`config.mk`:
```
export PLATFORM = sky130hd
export DESIGN_NAME = chan_sema
export DESIGN_NICKNAME = d
export VERILOG_FILES = /design/src/rtl/chan_sema.sv
export SDC_FILE = /design/constraint.sdc
export NUM_CORES = 1
export LEC_CHECK = 0
export BUFFER_PORTS_ARGS = -buffer_cell sky130_fd_sc_hd__buf_4
export CORE_AREA = 10 10 96 98
export DETAILED_ROUTE_END_ITERATION = 7
export DIE_AREA = 0 0 106 108
export GPL_ROUTABILITY_DRIVEN = 0
export GPL_TIMING_DRIVEN = 0
export PLACE_DENSITY = 0.88
export SLEW_MARGIN = 15
export SYNTH_ARGS = -nofsm -noshare
export SYNTH_HDL_FRONTEND = slang
export SYNTH_SLANG_ARGS = --single-unit
```
`constraint.sdc`:
```
create_clock -name clk -period 1.73 [get_ports clk]
set_input_delay 0.0865 -clock clk [delete_from_list [all_inputs] [get_ports clk]]
set_output_delay 0.0865 -clock clk [all_outputs]
set_load 0.1 [all_outputs]
```
`src/rtl/chan_sema.sv`:
```
module chan_sema #(
  parameter int NUM_CH    = 16,
  parameter int DATA_W    = 32,
  parameter int ADDR_W    = 4,
  parameter int NUM_PORTS = 2
) (
  input  logic                                 clk,
  input  logic                                 rst_n,
  input  logic [NUM_PORTS-1:0]                 wr_en,
  input  logic [NUM_PORTS-1:0][ADDR_W-1:0]     addr,
  input  logic [NUM_PORTS-1:0][DATA_W-1:0]     wdata,
  output logic [NUM_PORTS-1:0][DATA_W-1:0]     rdata,
  output logic [NUM_CH-1:0]                    chg
);
  localparam int SW = 2 * NUM_CH;
  localparam logic [ADDR_W-1:0] OFF_STA = ADDR_W'(0);
  localparam logic [ADDR_W-1:0] OFF_SET = ADDR_W'(4);
  localparam logic [ADDR_W-1:0] OFF_CLR = ADDR_W'(8);
  localparam logic [SW-1:0] FREE_WORD = {NUM_CH{2'b10}};

  logic [SW-1:0] st, st_nx, set_acc, clr_acc;
  logic [NUM_CH-1:0] diff;

  always_comb begin
    set_acc = '0;
    clr_acc = '0;
    for (int p = 0; p < NUM_PORTS; p++) begin
      if (wr_en[p] && addr[p] == OFF_SET) set_acc = set_acc | wdata[p][SW-1:0];
      if (wr_en[p] && addr[p] == OFF_CLR) clr_acc = clr_acc | wdata[p][SW-1:0];
    end
  end

  assign st_nx = (st | set_acc) & ~clr_acc;

  for (genvar c = 0; c < NUM_CH; c++) begin : g_ch
    assign diff[c] = st_nx[2*c +: 2] != st[2*c +: 2];
  end

  for (genvar p = 0; p < NUM_PORTS; p++) begin : g_rd
    assign rdata[p] = (addr[p] == OFF_STA) ? DATA_W'(st) : '0;
  end

  always_ff @(posedge clk) begin
    if (!rst_n) begin
      st  <= FREE_WORD;
      chg <= '0;
    end else begin
      st  <= st_nx;
      chg <= diff;
    end
  end

  function automatic logic [NUM_CH-1:0] field_moves(logic [SW-1:0] a, logic [SW-1:0] b);
    logic [NUM_CH-1:0] m;
    for (int c = 0; c < NUM_CH; c++) m[c] = a[2*c +: 2] != b[2*c +: 2];
    return m;
  endfunction

  assert_clear_wins_R7: assert property (@(posedge clk) disable iff (!rst_n)
    (clr_acc != '0) |=> ((st & $past(clr_acc)) == '0));

  assert_set_takes_R3: assert property (@(posedge clk) disable iff (!rst_n)
    (set_acc != '0) |=> ((st & $past(set_acc) & ~$past(clr_acc)) == ($past(set_acc) & ~$past(clr_acc))));

  assert_idle_hold_R6: assert property (@(posedge clk) disable iff (!rst_n)
    (set_acc == '0 && clr_acc == '0) |=> $stable(st));

  assert_strobe_match_R8: assert property (@(posedge clk) disable iff (!rst_n)
    $past(rst_n) |-> (chg == field_moves($past(st), st)));
endmodule

```
==> reports/results.ini, run 1 <==
[clocking]
numCtsBuffers = 5
cts.sink_count = 48
htreeDepth = 2
clock_path_buffers = 2
root_buffer = clkbuf_8
path_clk_slew_ps = 90
cts_tree = built
cts_hold_buf = 0
clock_latency_ps = 310

[drt]
final_antenna_net_count = 0
first_pass_iters = 6
drt_iter0_drc = 740
wl_mm = 15.86
wl_per_cell_um = 21.67
vias = 4790
drc_errors = 0
post_drt_via_cell_ratio = 6.544

[global_route]
grt.total_usage = 0.2611
grt-ovfl-total = 0
grt_pass1_wl_mm = 24.50
grt_pass1_vias = 4803
antenna_found_initial = 0
grt_max_degree = 15

[final_layout]
multiInputGateArea_mm2 = 0.002411
syn_to_final_growth_pct = 52.09
postLayoutCellArea_mm2 = 0.005271
postLayoutCoreUtil = 0.7078
nNetsFinal = 705
final_layout_size_suffix_gt1_frac = 0.3492
register_area_um2 = 960.9
n_fill_cell = 609
diodes = 0

[synthesis]
yosys.area.top_type = dfxtp_1
synthAdderAreaFrac = 0
syn_inst = 467
async_flop_share = 0
synth-compound-area-share = 0.2733
ys_seq_elements = 48
synth_xor_area_frac = 0
synth_commonest_cells = and2_1 (49), dfxtp_1 (48), nand2_1 (48)
synth.area.top_cells = dfxtp_1 (28%), and2_1 (8.8%), or3_1 (5.6%)
synth_ff_type = dfxtp_1
yosysSeqAreaShare = 0.2773
synth.most_common_cell = and2_1
netlist_area_mm2 = 0.003466
synth-edff-count = 0
ys_types = 41
avgSynthCellArea_um2 = 7.421
synthSimpleGateAreaFrac = 0.3664
synth_top_family_by_area = simple AND/OR/NAND/NOR gates
synth_mux_area_frac = 0
yosys.area.top_type_share = 0.2773
yosys_warnings = 0
syn_nets = 543

[power]
power_density_mw_per_mm2 = 525.5
power_uw = 2770
max-vdd-ir-drop_uv = 309.6
p_leak_uw = 0.002048

[setup_path]
critPathLaunch = addr[5]
max_stage_delay_ps = 390
r2r-start = st[31]
endpoint_kind = output port
reg2reg_depth = 4
worstSetupStartpointType = input pin
path_class = in2out
critPathRequiredTime_ps = 1640
crit_slowest_cell = or3_1
worstPathCellList = buf_4 -> or3_1 -> clkbuf_2 -> clkbuf_8 -> nor2_4 -> buf_4 -> and2_2 -> buf_8
arrival_ps = 1610
crit_top_cell = buf_4
path_max_fanout = 10

[die]
die_h_um = 108
initial_core_util = 0.4654
dieArea_mm2 = 0.01145
io_pins = 156
die_x_um = 106
core_mm2 = 0.007447
rows = 32

[placement]
portBuffers = 153
placed_area_mm2 = 0.004946
hpwl_mm = 11.64

[worst_hold_path]
hp-start = rst_n
whs_path_depth = 2
hold_class = in2reg

[run_status]
status = finished clean

[sta]
max_freq_ghz = 0.5892
skew_ps = 4.770
hold_slack_ps = 43.51
finalSetupTns_ps = 0
worstMarginPinSlew_ps = 711.4
maxSlewViolCount = 0
period_share = 0.9811
max-slew-margin-rel = 0.5257
hold_violations = 0
fin_crit_ps = 1697
setup_viol_count_final = 0

[run]
max-cap-violations = 0

## state kept, by name, indices dropped and copies added, names as in the netlist
register and cells:
chg 16, st 32
## layout make-up
cell class / count / share of cell area
inverters: 18 / 0.01282
repair buffers: 155 / 0.2537
flip-flops and latches: 48 / 0.1823
well taps: 102 / 0.02421
clock inverters: 2 / 0.001899
multi-input cells: 355 / 0.4574
clock buffers: 6 / 0.01567
plain buffers: 46 / 0.05198
## final timing paths
check,slack (ps),endpoint
worst max-delay path,30,rdata[63]
worst min-delay path,40,st[19]
worst max register to register,500,chg[15]
worst min register to register,550,st[6]
## logic make-up (layout without fill, tap and decap cells)
group	after synthesis	count (layout)
and+or+nand+nor	225	225
DFF	48	48
AOI/OAI and AO/OA	130	130
buffers and inverters	64	227
## per-layer routing
| layer | global-route usage | share of wire | wire, µm | vias up |
|---|---|---|---|---|
| met4 | 0.1480 | 0.052 | 824 | 0 |
| li1 | - | - | - | 2077 |
| met5 | 0 | 0 | 0 | - |
| met1 | 0.3026 | 0.35 | 5587 | 2191 |
| met2 | 0.4271 | 0.47 | 7386 | 422 |
| met3 | 0.07377 | 0.13 | 2063 | 100 |
## report_power, final
part           switching [µW]  leakage, µW  internal (µW)
registers                23.2     0.000389           1130
logic                     575      0.00161            303
clock network             417    0.0000510            321
total                    1020      0.00205           1760
## what timing repair did
action,4_1_cts,5_1_grt
gates resized for setup,43,13
endpoints found under the hold margin,0,0
setup buffers,2,0
endpoints found under the setup margin,57,33
pin swaps,1,1
## through the flow
step,worst slack (ps),instances
floorplan,-292.0,467
global placement,-638.8,722
detailed placement,-672.2,722
CTS,2.059,732
global route,-4.654,732
finish,32.75,732
## worst max-delay path, delay by kind of cell
kind | cells | cell delay (ps)
simple gates | 3 | 720
buf+inv | 5 | 790
## layout by cell type, fill, tap and decap left out, types with 11 or more instances in the layout
master	netlist	layout
nor2b_1	16	16
o22a_1	11	11
nand4b_1	15	15
o21ai_0	15	15
inv_1	18	18
a31oi_1	15	15
and2_1	49	32
clkbuf_1	35	28
a22oi_1	15	15
o32a_1	15	15
nand3_1	35	35
dfxtp_1	48	48
buf_4	1	139
nand2_1	48	48
a211oi_1	16	16
or3_1	31	31
o22ai_1	30	30
buf_12	0	11
(Power assumes the default switching activity.)
==> run 2: changes to the inputs <==
--- a/config.mk
+++ b/config.mk
@@ -6,9 +6,12 @@
 export NUM_CORES = 1
 export LEC_CHECK = 0
 export BUFFER_PORTS_ARGS = -buffer_cell sky130_fd_sc_hd__buf_4
-export CORE_AREA = 10 10 96 98
+export CELL_PAD_IN_SITES_DETAIL_PLACEMENT = 1
+export CELL_PAD_IN_SITES_GLOBAL_PLACEMENT = 1
+export CORE_AREA = 10 10 114 116
+export CTS_CLUSTER_DIAMETER = 40
 export DETAILED_ROUTE_END_ITERATION = 7
-export DIE_AREA = 0 0 106 108
+export DIE_AREA = 0 0 124 126
 export GPL_ROUTABILITY_DRIVEN = 0
 export GPL_TIMING_DRIVEN = 0
 export PLACE_DENSITY = 0.88
==> reports/results.ini, run 2 (same netlist as run 1, synthesis figures left out) <==
[run_status]
status = finished clean  ; unchanged

[final_layout]
final_cell_mix = buf_4 (142), nand2_1 (48), dfxtp_1 (48)  ; was buf_4 (139), nand2_1 (48), dfxtp_1 (48)
largest_register_ffs = 32  ; unchanged
diodes = 0  ; unchanged
reg_top3 = st: 32 flops, chg: 16 flops  ; unchanged
regMostFlops = st  ; unchanged
nNetsFinal = 703  ; was 705
postLayoutCoreUtil = 0.4897  ; was 0.7078
syn_to_final_growth_pct = 51.16  ; was 52.09%
n_fill_cell = 1339  ; was 609
finalNonFillerCells = 767  ; was 732
final_common_cell = buf_4  ; unchanged
final_layout_size_suffix_gt1_frac = 0.3509  ; was 0.3492

[sta]
maxSlewViolCount = 0  ; unchanged
skew_ps = 4.502  ; was 4.770 ps
setup_viol_count_final = 0  ; unchanged
max-slew-margin-rel = 0.5352  ; was 0.5257
fin_crit_ps = 1696  ; was 1697 ps
worstMarginPinSlew_ps = 697.2  ; was 711.4 ps
hold_violations = 0  ; unchanged
rsz0062_at_grt = false
period_share = 0.9802  ; was 0.9811
max_freq_ghz = 0.5897  ; was 0.5892 GHz
hold_slack_ps = 52.57  ; was 43.51 ps

[global_route]
grt_max_degree = 14  ; was 15
antenna_found_initial = 0  ; unchanged
grt.total_usage = 0.2191  ; was 0.2611
grt_pass1_wl_mm = 27.17  ; was 24.50 mm
grt-ovfl-total = 0  ; unchanged
grt_pass1_vias = 4869  ; was 4803

[power]
p_leak_uw = 0.002030  ; was 0.002048 µW
power_density_mw_per_mm2 = 522.0  ; was 525.5 mW/mm²
max-vdd-ir-drop_uv = 344.9  ; was 309.6 µV

[worst_hold_path]
whs_path_depth = 2  ; unchanged
hold_class = in2reg  ; unchanged

[setup_path]
path_class = in2out  ; unchanged
arrival_ps = 1610  ; about the same
critPathRequiredTime_ps = 1640  ; about the same
path_max_fanout = 10  ; unchanged
reg2reg_setup_slack_ps = 380  ; was 500 ps
endpoint_kind = output port  ; unchanged
worstSetupStartpointType = input pin  ; unchanged
reg2reg_depth = 4  ; unchanged

[clocking]
cts.sink_count = 48  ; unchanged
path_clk_slew_ps = 90  ; about the same
cts_hold_buf = 0  ; unchanged
root_buffer = clkbuf_8  ; unchanged
clock_latency_ps = 320  ; was 310 ps
htreeDepth = 2  ; unchanged
cts_tree = built  ; unchanged
clock_path_buffers = 2  ; unchanged
numCtsBuffers = 5  ; unchanged

[placement]
post-place-cells = 760  ; was 722
hpwl_mm = 13.62  ; was 11.64 mm
portBuffers = 153  ; unchanged

[die]
die_x_um = 124  ; was 106 µm
rows = 38  ; was 32
io_pins = 156  ; unchanged
core_mm2 = 0.01070  ; was 0.007447 mm²
dieArea_mm2 = 0.01562  ; was 0.01145 mm²
die_h_um = 126  ; was 108 µm
initial_core_util = 0.3240  ; was 0.4654

[drt]
wl_per_cell_um = 23.45  ; was 21.67 µm
drc_errors = 0  ; unchanged
final_antenna_net_count = 0  ; unchanged
wl_mm = 17.99  ; was 15.86 mm
vias = 4503  ; was 4790
first_pass_iters = 5  ; was 6
drt_iter0_drc = 352  ; was 740
post_drt_via_cell_ratio = 5.871  ; was 6.544

[run]
max-cap-violations = 0  ; unchanged

[run 2: final cells by class]
cell class / count / area, µm² / share of cell area
Clock buffer: 6 / 72.57 / 0.01385
Buffer: 43 / 286.5 / 0.05469
Sequential cell: 48 / 960.9 / 0.1834
Clock inverter: 1 / 5.005 / 0.0009553
Timing Repair Buffer: 156 / 1255 / 0.2396
Tap cell: 140 / 175.2 / 0.03344
Inverter: 18 / 67.56 / 0.01290
Multi-Input combinational cell: 355 / 2416 / 0.4612
[run 2: worst paths after layout]
check                    to  startpoint
hold / removal       st[19]       rst_n
setup / recovery  rdata[51]     addr[5]
setup reg to reg    chg[15]      st[31]
hold reg to reg       st[0]       st[0]
[run 2: routing by layer]
metal  part of all wire  wire length, µm  GRT usage
met2               0.49             8759     0.3723
met3              0.085             1528    0.05585
met4              0.024              427    0.06098
met1               0.40             7270     0.2650
met5                  0                0          0
[run 2: power by group]
group / leakage [µW] / total [µW] / switching [µW] / internal, µW
Clock: 0.0000410 / 700 / 423 / 277
Combinational: 0.00160 / 879 / 584 / 296
Sequential: 0.000389 / 1160 / 23.4 / 1130
Total: 0.00203 / 2730 / 1030 / 1700
[run 2: critical path, cell delays in order]
cell,delay (ps)
buf_4,120
or3_4,410
clkbuf_16,200
nor2_4,130
buf_12,140
clkbuf_8,160
and2_4,140
buf_6,210
[run 2: repair_timing]
action                                  4_1_cts  5_1_grt
cloned                                        1        0
pin swaps                                     1        0
setup buffers                                 2        0
gates resized for setup                      26        9
endpoints found under the setup margin       57       18
[run 2: metrics by stage]
step / cell area [µm²] / setup TNS (ps) / total power (µW) / worst slack (ps)
3_3_place_gp: 4994 / -25930 / 1994 / -660.6
4_1_cts: 5228 / 0 / 2728 / 21.76
3_5_place_dp: 4994 / -24840 / 2017 / -636.7
2_1_floorplan: 3670 / -1854 / 1692 / -292.0
5_1_grt: 5239 / 0 / 2829 / 4.098
6_report: 5239 / 0 / 2735 / 34.28
==> run 3: changes to the inputs <==
--- a/config.mk
+++ b/config.mk
@@ -5,7 +5,7 @@
 export SDC_FILE = /design/constraint.sdc
 export NUM_CORES = 1
 export LEC_CHECK = 0
-export BUFFER_PORTS_ARGS = -buffer_cell sky130_fd_sc_hd__buf_4
+export BUFFER_PORTS_ARGS = -buffer_cell sky130_fd_sc_hd__buf_2
 export CELL_PAD_IN_SITES_DETAIL_PLACEMENT = 1
 export CELL_PAD_IN_SITES_GLOBAL_PLACEMENT = 1
 export CORE_AREA = 10 10 114 116
==> reports/results.ini, run 3 (same netlist as run 1, synthesis figures left out) <==
[final_layout]
finalNonFillerCells = 775  ; was 767
postLayoutCellArea_mm2 = 0.005027  ; was 0.005239 mm²
regMostFlops = st  ; unchanged
reg_top3 = st: 32 flops, chg: 16 flops  ; unchanged
syn_to_final_growth_pct = 45.05  ; was 51.16%
postLayoutCoreUtil = 0.4699  ; was 0.4897
n_fill_cell = 1364  ; was 1339
largest_register_ffs = 32  ; unchanged
final_common_cell = buf_2  ; was buf_4
nNetsFinal = 704  ; was 703
final_cell_mix = buf_2 (104), nand2_1 (48), dfxtp_1 (48)  ; was buf_4 (142), nand2_1 (48), dfxtp_1 (48)
final_layout_size_suffix_gt1_frac = 0.3498  ; was 0.3509

[die]
initial_core_util = 0.3240  ; unchanged
core_mm2 = 0.01070  ; unchanged
io_pins = 156  ; unchanged
rows = 38  ; unchanged
die_x_um = 124  ; unchanged
die_h_um = 126  ; unchanged
dieArea_mm2 = 0.01562  ; unchanged

[setup_path]
worstSetupStartpointType = input pin  ; unchanged
crit_slowest_cell = or3_4  ; unchanged
critPathRequiredTime_ps = 1640  ; about the same
worstPathCellList = buf_2 -> or3_4 -> clkbuf_16 -> nor2_4 -> clkbuf_8 -> and2_4 -> buf_6  ; was buf_4 -> or3_4 -> clkbuf_16 -> nor2_4 -> buf_12 -> clkbuf_8 -> and2_4 -> buf_6
endpoint_kind = output port  ; unchanged
arrival_ps = 1620  ; was 1610 ps
max_stage_delay_ps = 410  ; about the same
path_max_fanout = 10  ; unchanged
path_class = in2out  ; unchanged
path_buf_inv = 4  ; was 5
cpLargestDelayFamily = simple AND/OR/NAND/NOR gates  ; was buffers and inverters

[drt]
first_pass_iters = 5  ; unchanged
vias = 4565  ; was 4503
wl_mm = 17.78  ; was 17.99 mm
post_drt_via_cell_ratio = 5.890  ; was 5.871
final_antenna_net_count = 0  ; unchanged
drt_iter0_drc = 415  ; was 352
drc_errors = 0  ; unchanged
wl_per_cell_um = 22.94  ; was 23.45 µm

[run_status]
status = finished clean  ; unchanged

[placement]
dp_slack_ps = -849.2  ; was -636.7 ps
placed_area_mm2 = 0.004611  ; was 0.004994 mm²
post-place-cells = 760  ; unchanged
hpwl_mm = 13.57  ; was 13.62 mm
portBuffers = 153  ; unchanged

[sta]
max_freq_ghz = 0.5875  ; was 0.5897 GHz
worstMarginPinSlew_ps = 648.5  ; was 697.2 ps
fin_crit_ps = 1702  ; was 1696 ps
hold_violations = 0  ; unchanged
setup_viol_count_final = 0  ; unchanged
fin_ws_ps = 27.82  ; was 34.28 ps
max-slew-margin-rel = 0.5677  ; was 0.5352
maxSlewViolCount = 0  ; unchanged
period_share = 0.9839  ; was 0.9802
rsz0062_at_grt = true  ; was false
skew_ps = 2.883  ; was 4.502 ps

[power]
p_leak_uw = 0.001965  ; was 0.002030 µW
max-vdd-ir-drop_uv = 315.6  ; was 344.9 µV
power_density_mw_per_mm2 = 542.0  ; was 522.0 mW/mm²

[global_route]
grt_max_degree = 15  ; was 14
grt_pass1_wl_mm = 26.95  ; was 27.17 mm
grt-ovfl-total = 0  ; unchanged
antenna_found_initial = 7  ; was 0
grt.total_usage = 0.2180  ; was 0.2191
grt_pass1_vias = 4825  ; was 4869

[clocking]
htreeDepth = 2  ; unchanged
root_buffer = clkbuf_8  ; unchanged
cts_tree = built  ; unchanged
path_clk_slew_ps = 100  ; was 90 ps
clock_latency_ps = 300  ; was 320 ps
numCtsBuffers = 5  ; unchanged
cts.sink_count = 48  ; unchanged
clock_path_buffers = 2  ; unchanged
cts_hold_buf = 0  ; unchanged

[worst_hold_path]
hold_class = in2reg  ; unchanged

[run]
max-cap-violations = 0  ; unchanged

==> run 3: cell count changes in the layout (fill, tap and decap cells not counted), sizes merged <==
cell	delta
buf	-13
clkbuf	+15
clkinv	-1
clkinvlp	+1
diode	+6
==> run 3: final timing paths <==
kind              depth (start not counted)  slack (ps)         to  startpoint
setup / recovery                          7          30  rdata[61]     addr[5]
hold / removal                            2          90     st[17]       rst_n
setup reg to reg                          4         400    chg[15]      st[31]
hold reg to reg                           2         540      st[2]       st[2]
==> run 3: routing by layer <==
layer	track usage	wire length [µm]	up-vias
met4	0.08537	251	2
met1	0.2621	7319	2268
met3	0.04379	1362	25
li1	-	-	2069
met2	0.3689	8832	201
met5	0	13	-
==> run 3: worst reg2reg max path, stage by stage, from the launching register on <==
cell and delay [ps]:
dfxtp_1 400, nor3b_1 200, o21ai_1 90, a211oi_1 380
o41a_1 200
==> run 3: final cells by class <==
cell class | instances | area (µm²) | share of cell area
Sequential cell | 48 | 960.9 | 0.1911
Buffer | 44 | 289.0 | 0.05749
Antenna cell | 6 | 15.01 | 0.002987
Clock inverter | 1 | 7.507 | 0.001493
Tap cell | 140 | 175.2 | 0.03484
Timing Repair Buffer | 156 | 1010 | 0.2008
Inverter | 18 | 67.56 | 0.01344
Multi-Input combinational cell | 355 | 2416 | 0.4806
Clock buffer | 7 | 86.33 | 0.01717
==> run 3: report_power, final <==
part / switching (µW) / leakage (µW) / total [µW] / internal (µW)
clock: 419 / 0.0000445 / 745 / 327
combinational: 581 / 0.00153 / 825 / 243
sequential: 23.2 / 0.000389 / 1150 / 1130
==> run 3: per-stage QoR <==
stage / TNS [ps] / power [µW] / hold WS (ps)
global route: -172.4 / 2839 / 82.26
finish: 0 / 2725 / 94.01
floorplan: -1854 / 1692 / 162.7
CTS: 0 / 2726 / 89.53
detailed placement: -34860 / 1952 / 415.5
global placement: -34440 / 1925 / 406.7
==> run 3: what timing repair did <==
action,in CTS,in global routing
cloned,1,0
resized for setup,64,23
endpoints found under the hold margin,0,0
setup endpoints to repair,59,43
buffers inserted,2,0
pin swaps,1,1
